### config.mk
export PLATFORM = sky130hd
export DESIGN_NAME = sinc_decim
export DESIGN_NICKNAME = d
export VERILOG_FILES = /design/src/rtl/sinc_decim_pkg.sv /design/src/rtl/sinc_integrators.sv /design/src/rtl/sinc_combs.sv /design/src/rtl/sinc_sequencer.sv /design/src/rtl/sinc_decim.sv
export SDC_FILE = /design/constraint.sdc
export NUM_CORES = 2
export LEC_CHECK = 0
export BUFFER_PORTS_ARGS = -buffer_cell sky130_fd_sc_hd__buf_2
export CAP_MARGIN = 20
export CORE_MARGIN = 2
export CORE_UTILIZATION = 45
export CTS_CLUSTER_DIAMETER = 40
export DETAILED_ROUTE_END_ITERATION = 10
export PLACE_DENSITY = 0.62
export SYNTH_ARGS = -nofsm -noshare
export SYNTH_HDL_FRONTEND = slang
export SYNTH_HIERARCHICAL = 1
export SYNTH_SLANG_ARGS = --single-unit
### constraint.sdc
create_clock -name clk -period 47.9 [get_ports clk]
set_input_delay 2.395 -clock clk [delete_from_list [all_inputs] [get_ports clk]]
set_output_delay 2.395 -clock clk [all_outputs]
set_load 0.01 [all_outputs]
### src/rtl/sinc_decim_pkg.sv
// Shared definitions for the switchable-order sinc decimator.
package sinc_decim_pkg;
    // Number of integrator/comb stages built (highest order supported).
    localparam int STAGES_MAX = 4;
    // Order used when the low-order response is selected.
    localparam int ORDER_LOW  = 3;

    // Encoding of the order select input.
    typedef enum logic {
        ORD_SINC4 = 1'b0,
        ORD_SINC3 = 1'b1
    } order_e;
endpackage

### src/rtl/sinc_integrators.sv
// Integrator chain of the CIC filter.
// Holds STAGES accumulators that are chained without pipeline delay, so the
// next value of stage i already includes the new sample. Assumes wraparound
// two's-complement arithmetic is acceptable (the comb section undoes it).
module sinc_integrators #(
    parameter int ACC_W  = 21,
    parameter int STAGES = 4
) (
    input  logic                           clk,
    input  logic                           rst_n,
    input  logic                           clear,
    input  logic                           stb,
    input  logic                           din_bit,
    output logic [STAGES-1:0][ACC_W-1:0]   acc_next
);
    logic [STAGES-1:0][ACC_W-1:0] acc_q;
    logic [ACC_W-1:0]             x_in;

    // Map the modulator bit to +1 / -1.
    assign x_in = din_bit ? ACC_W'(1) : {ACC_W{1'b1}};

    // Combinational cascade of next-state sums.
    for (genvar i = 0; i < STAGES; i++) begin : g_stage
        if (i == 0) begin : g_first
            assign acc_next[i] = acc_q[i] + x_in;
        end else begin : g_rest
            assign acc_next[i] = acc_q[i] + acc_next[i-1];
        end
    end

    // Accumulator registers: cleared on reset or restart, advanced per sample.
    always_ff @(posedge clk) begin
        if (!rst_n || clear) begin
            acc_q <= '0;
        end else if (stb) begin
            acc_q <= acc_next;
        end
    end
endmodule

### src/rtl/sinc_combs.sv
// Comb (differentiator) chain of the CIC filter, run at the decimated rate.
// Each stage subtracts its input from the previous decimated tick. When the
// low order is selected the last stage is bypassed; the caller feeds the
// matching integrator output. Assumes a clear whenever the order changes.
module sinc_combs #(
    parameter int ACC_W     = 21,
    parameter int STAGES    = 4,
    parameter int ORDER_LOW = 3
) (
    input  logic             clk,
    input  logic             rst_n,
    input  logic             clear,
    input  logic             tick,
    input  logic             low_order,
    input  logic [ACC_W-1:0] din,
    output logic [ACC_W-1:0] dout
);
    logic [ACC_W-1:0] dly_q  [STAGES];
    logic [ACC_W-1:0] st_in  [STAGES];
    logic [ACC_W-1:0] st_out [STAGES];

    // Cascade of differences against the stored previous-tick values.
    for (genvar j = 0; j < STAGES; j++) begin : g_comb
        if (j == 0) begin : g_head
            assign st_in[j] = din;
        end else begin : g_tail
            assign st_in[j] = st_out[j-1];
        end
        assign st_out[j] = st_in[j] - dly_q[j];

        // Delay register: captures the stage input on each decimated tick.
        always_ff @(posedge clk) begin
            if (!rst_n || clear) begin
                dly_q[j] <= '0;
            end else if (tick) begin
                dly_q[j] <= st_in[j];
            end
        end
    end

    // Output tap chosen by the active order.
    assign dout = low_order ? st_out[ORDER_LOW-1] : st_out[STAGES-1];
endmodule

### src/rtl/sinc_sequencer.sv
// Decimation counter and settling gate.
// Counts accepted samples up to R = BASE_DEC * FS (FS = 0 treated as 1),
// raises tick on the R-th sample and emit on ticks once the active order's
// number of ticks since the last clear has been reached. Assumes BASE_DEC is
// a power of two.
module sinc_sequencer #(
    parameter int BASE_DEC = 4,
    parameter int RATE_W   = 3
) (
    input  logic              clk,
    input  logic              rst_n,
    input  logic              clear,
    input  logic              stb,
    input  logic              low_order,
    input  logic [RATE_W-1:0] fs,
    output logic              tick,
    output logic              emit
);
    localparam int BASE_LG = $clog2(BASE_DEC);
    localparam int CNT_W   = RATE_W + BASE_LG;

    logic [CNT_W-1:0]  cnt_q;
    logic [CNT_W-1:0]  last_idx;
    logic [RATE_W-1:0] fs_eff;
    logic [2:0]        ticks_q;
    logic [2:0]        need;

    // Effective rate word and index of the last sample in a period.
    assign fs_eff   = (fs == '0) ? RATE_W'(1) : fs;
    assign last_idx = (CNT_W'(fs_eff) << BASE_LG) - CNT_W'(1);
    assign tick     = stb && (cnt_q == last_idx);
    assign need     = low_order ? 3'd2 : 3'd3;
    assign emit     = tick && (ticks_q >= need);

    // Sample counter within one decimation period.
    always_ff @(posedge clk) begin
        if (!rst_n || clear) begin
            cnt_q <= '0;
        end else if (stb) begin
            cnt_q <= tick ? '0 : cnt_q + CNT_W'(1);
        end
    end

    // Saturating count of decimated ticks since the last clear.
    always_ff @(posedge clk) begin
        if (!rst_n || clear) begin
            ticks_q <= '0;
        end else if (tick && ticks_q != 3'd4) begin
            ticks_q <= ticks_q + 3'd1;
        end
    end
endmodule

### src/rtl/sinc_decim.sv
// Top of the switchable-order sinc decimator.
// Detects restarts (pulse or configuration change), drives the integrator,
// comb and sequencer blocks and registers the truncated result. Assumes
// OUT_W <= ACC_W and BASE_DEC a power of two.
module sinc_decim
    import sinc_decim_pkg::*;
#(
    parameter int BASE_DEC = 1024,
    parameter int RATE_W   = 10,
    parameter int OUT_W    = 24
) (
    input  logic              clk,
    input  logic              rst_n,
    input  logic              restart,
    input  logic              sample_stb,
    input  logic              mod_bit,
    input  logic              order_sel,
    input  logic [RATE_W-1:0] rate_word,
    output logic [OUT_W-1:0]  result,
    output logic              result_valid
);
    localparam int RATIO_MAX = BASE_DEC * ((1 << RATE_W) - 1);
    localparam int ACC_W     = STAGES_MAX * $clog2(RATIO_MAX) + 1;

    order_e                          order_q;
    logic [RATE_W-1:0]               rate_q;
    logic                            clear;
    logic                            stb_eff;
    logic                            low_order;
    logic                            tick;
    logic                            emit;
    logic [STAGES_MAX-1:0][ACC_W-1:0] acc_next;
    logic [ACC_W-1:0]                comb_in;
    logic [ACC_W-1:0]                comb_out;

    // Restart on a pulse or on any change of the configuration inputs.
    assign clear     = restart || (order_e'(order_sel) != order_q) || (rate_word != rate_q);
    assign stb_eff   = sample_stb && !clear;
    assign low_order = (order_q == ORD_SINC3);
    assign comb_in   = low_order ? acc_next[ORDER_LOW-1] : acc_next[STAGES_MAX-1];

    // Configuration shadow used to detect changes.
    always_ff @(posedge clk) begin
        if (!rst_n) begin
            order_q <= ORD_SINC4;
            rate_q  <= RATE_W'(1);
        end else begin
            order_q <= order_e'(order_sel);
            rate_q  <= rate_word;
        end
    end

    sinc_integrators #(
        .ACC_W  (ACC_W),
        .STAGES (STAGES_MAX)
    ) u_int (
        .clk      (clk),
        .rst_n    (rst_n),
        .clear    (clear),
        .stb      (stb_eff),
        .din_bit  (mod_bit),
        .acc_next (acc_next)
    );

    sinc_combs #(
        .ACC_W     (ACC_W),
        .STAGES    (STAGES_MAX),
        .ORDER_LOW (ORDER_LOW)
    ) u_comb (
        .clk       (clk),
        .rst_n     (rst_n),
        .clear     (clear),
        .tick      (tick),
        .low_order (low_order),
        .din       (comb_in),
        .dout      (comb_out)
    );

    sinc_sequencer #(
        .BASE_DEC (BASE_DEC),
        .RATE_W   (RATE_W)
    ) u_seq (
        .clk       (clk),
        .rst_n     (rst_n),
        .clear     (clear),
        .stb       (stb_eff),
        .low_order (low_order),
        .fs        (rate_q),
        .tick      (tick),
        .emit      (emit)
    );

    // Output register: capture the top bits on each settled tick.
    always_ff @(posedge clk) begin
        if (!rst_n) begin
            result       <= '0;
            result_valid <= 1'b0;
        end else begin
            result_valid <= emit;
            if (emit) begin
                result <= comb_out[ACC_W-1 -: OUT_W];
            end
        end
    end
endmodule

[Yosys cells after proc, flatten, opt, wreduce, memory -nomap -nowiden]
Memories as Yosys holds them, arrays and structs flattened.
Cells that the tools add are included.
Operators by class
  $add $sub $neg: 11
  $lt $le $gt $ge: 1
  bitwise logic cells: 4
  muxes and demuxes: 15
  divide/modulo/power cells: 0
  shift-type cells: 0
  equality and inequality tests: 4
  reductions and logical operators: 10
  multiply operators: 0
Operators by type and width (number)
  2-to-1 mux 81 bit: 7
  adder 81 bit: 4
  subtractor 81 bit: 4
  adder 20 x 1 -> 20 bit, second input constant: 1
  equality test 20 bit: 1
  2-to-1 mux 20 bit: 1
  subtractor 20 x 1 -> 20 bit, second input constant: 1
  logical NOT 10 bit: 1
  2-to-1 mux 10 bit: 1
  != test 10 bit: 1
  2-to-1 mux 1 bit: 6
  logical AND 1 bit: 4
  bitwise OR 1 bit: 4
  adder 3 x 1 -> 3 bit, second input constant: 1
  >= comparator 3 bit: 1
  logical OR 1 bit: 3
  != test 3 bit, second input constant: 1
  logical NOT 1 bit: 2
  != test 1 bit: 1
Storage, ports and cells
  latch bits: 0
  memories: 1
  flip-flop bits (word level): 383
  bits in read-only memories: 0
  output and inout port bits: 25
  memory bits (writable): 324
  logic and storage cells: 56
  bits of input ports: 16
Memories
  u_comb.dly_q: depth 4, width 81, rd ports 4, clocked after Yosys merged registers in 0, wr ports 4, RTL line sinc_combs.sv:18  | logic [ACC_W-1:0] dly_q [STAGES];

[Logic depth before layout (Yosys ltp)]
  depth in word-level cells: 11
  mapped depth: 90
  mapped depth without buffers: 88

[By module]
The synthesis kept the hierarchy.
Modules (own cells, without submodules)
  sinc_combs: times used 1, cells an instance 3958, area an instance 32718.9 µm², sequential area each 9729.3 µm²
  sinc_integrators: times used 1, cells an instance 3883, area an instance 30563.1 µm², sequential area each 6486.2 µm²
  sinc_decim: times used 1, cells an instance 208, area an instance 2316.0 µm², sequential area each 720.7 µm²
  sinc_sequencer: times used 1, cells an instance 179, area an instance 1500.2 µm², sequential area each 460.4 µm²

[Worst setup path before layout]
Ideal clock, no wire load.
  path kind: input to register
  start: input port mod_bit
  end: register result[23]
  arrival time: 19.140 ns
  slack: 28.695 ns
  stages on the path: 82
  library setup time: 0.065 ns
  path buffers: 5
  required time: 47.835 ns
  path through: inv_1 > ha_1 > a211o_1 > a21oi_1 > inv_1 > a21oi_1 > nor2b_1 > o21ai_0 > nor2b_1 > xnor2_1 > ha_1 > nand2_1 > o21ai_0 > a31oi_1 > o2bb2ai_1 > nor2_1 > o21bai_1 > a21o_1 > [46 not listed] > ha_1 > clkbuf_1 > nand2_1 > or4_1 > o211ai_1 > xnor2_1 > inv_1 > ha_1 > clkbuf_1 > nand4_1 > or3_1 > nor3_1 > or4b_1 > a221oi_1 > mux2i_1 > xnor2_1 > mux2i_1 > nor2b_1
RTL lines
  start: declaration: RTL line sinc_decim.sv:16  | input logic mod_bit,
  end signal: assignment: RTL line sinc_decim.sv:101  | result <= comb_out[ACC_W-1 -: OUT_W];
  end: declaration: RTL line sinc_decim.sv:19  | output logic [OUT_W-1:0] result,

==> qor.txt <==
Port Buffers = 40
Vias per inst = 5.62
Gr usage total = 22.0%
Worst Hold Class = reg2reg
Flop pwr share = 20.5%
Die Span X = 386 um
Cell Pwr Density = 42.5 nW/um^2
Most common cell after layout, fill and taps aside = a21oi_1
Mapped Nets = 8,645
Area Overhead vs Synth = 10.1%
Number of max-cap violations = 0
Full die area = 149,000 um^2
DR vias = 55,328
Crit path capture type = flop
Met2 usage = 35.1%
Iteration-0 DRC Markers = 2,847
Clock buffer count from CTS = 154
Synth Warn # = 6
Number of global-route vias before repair = 53,171
Htree depth = 4
Net Sw Power = 0.00120 W
Worst Setup SP = mod_bit
Hold_ws = 488 ps
Final wirelength = 168 mm
Met3 track demand over resource = 2.82%
Pwr Total = 0.00307 W
Pins Over Slew Limit = 0
Drt drc = 0
Outcome = finished clean
Row count = 140
Final antenna-violating net count = 0
Fin crit share = 44.1%
Max stage delay on crit path = 780 ps
Final net count = 8,466
Post-CTS setup buffers = 0
Synth Area per Inst = 8.23 um^2
Die height = 386 um
Actual slew at the worst max-slew pin = 1080 ps
Post-cts sizing count = 0
Req. time, crit path = 48,610 ps
Post-DP HPWL = 128 mm
R2r startpoint = u_int/acc_q[0]
Global-route wire length before repair = 272 mm
Synth Instances = 7,976
CTS tree = built
Routability Congestion = 0.935
Largest net degree at the start of global routing = 193
Grt total ovfl = 0
Sink Count = 707
Fmax = 0.0473 GHz
Final non-filler cell total = 9,847
RSZ-0062 raised after global routing = no
Core Area = 145,000 um^2
Logic gate share of total power = 43.6%
Most frequent cells in the layout = 717 x a21oi_1, 703 x nor2_1, 645 x ha_1
First-pass DRT Iterations = 5
Latest clock arrival within the worst-skew pair = 780 ps
Critical path's slowest cell = a221oi_1
Final hold vios = 0
Switch share = 39.2%
Final setup viols = 0
Max transition margin = 26.4%
CP startpoint kind = primary input
Post-synthesis cell area = 65,600 um^2
Clock Skews = 38.7 ps
CP arrival = 21,850 ps
Cts hold-fix bufs = 0
Critical path class = in2reg
Setup_tns = 0 ps
Initial antenna violation count = 0
Ports = 41
Routed WL per cell = 17.1 um
GR peak layer = met2
Met1 Usage GRT = 30.0%
Worst min-delay path startpoint = u_int/acc_q[174]
Crit path time final = 21,150 ps
Worst vdd ir = 0.0357 mV
Leakage power = 29.4 nW
Worst-path maximum fanout = 49
Clock-pin slew on the worst setup and hold paths = 50 ps
Clock network power share = 35.9%
Share of cells above drive strength 1 = 7.16%
Placed cells = 9,558
Initial Util = 45.2%
Pint = 0.00187 W
CTS Root Buffer Type = clkbuf_16
Clk buf depth = 3
-- critical path: cells and delay by family --
kind / cells / cell delay [ps]
xor+xnor: 8 / 1340
simple gates: 21 / 4690
mux: 3 / 640
fa+ha+maj: 8 / 3050
compound gates: 31 / 8860
buf+inv: 4 / 790
-- final timing paths --
| path | to | slack, ps | cells after the start |
|---|---|---|---|
| min reg2reg | u_int/acc_q[174] | 490 | 2 |
| max | result[23] | 26750 | 75 |
| max reg2reg | result[23] | 28460 | 75 |
| min | u_int/acc_q[174] | 490 | 2 |
-- sequential cells by signal, summed over array words and instances, names as in the netlist --
| register | cells |
|---|---|
| low_order | 1 |
| rate_q | 10 |
| result | 24 |
| result_valid | 1 |
| u_comb/dly_q | 324 |
| u_int/acc_q | 324 |
| u_seq/cnt_q | 20 |
| u_seq/ticks_q | 3 |
-- routing by layer --
metal / vias up / part of all wire (%)
met2: 1060 / 44
met3: 339 / 3.4
li1: 28392 / -
met1: 25537 / 49
met5: - / 0
met4: 0 / 3.6
-- area by class of cell --
cell class                 count  area [um^2]
timing repair buffer          62          390
clock buffer                 175         4040
sequential                   707        17400
tap                         1917         2400
antenna                        1         2.50
clock inverter               113         1430
inverter                     551         2070
fill                       13956        72900
multi-input combinational   6321        44600
-- through the flow --
step / util, % / setup WS [ps] / instance area, um^2
after floorplan: - / 28700 / 65600
after global placement: 46.0 / 26210 / 66800
after detailed placement: 46.0 / 26170 / 66800
after CTS: 49.8 / 26920 / 72300
after global routing: 49.8 / 25700 / 72300
final: 49.8 / 26750 / 72300
-- power by group through the flow --
stage	Combinational (W)	Sequential, W	Clock [W]
floorplan	0.00103	0.000640	0
global placement	0.00131	0.000641	0
detailed placement	0.00132	0.000641	0
CTS	0.00133	0.000629	0.00113
global route	0.00149	0.000629	0.00116
finish	0.00134	0.000630	0.00110
No activity file was read; power rests on OpenSTA's default activity.
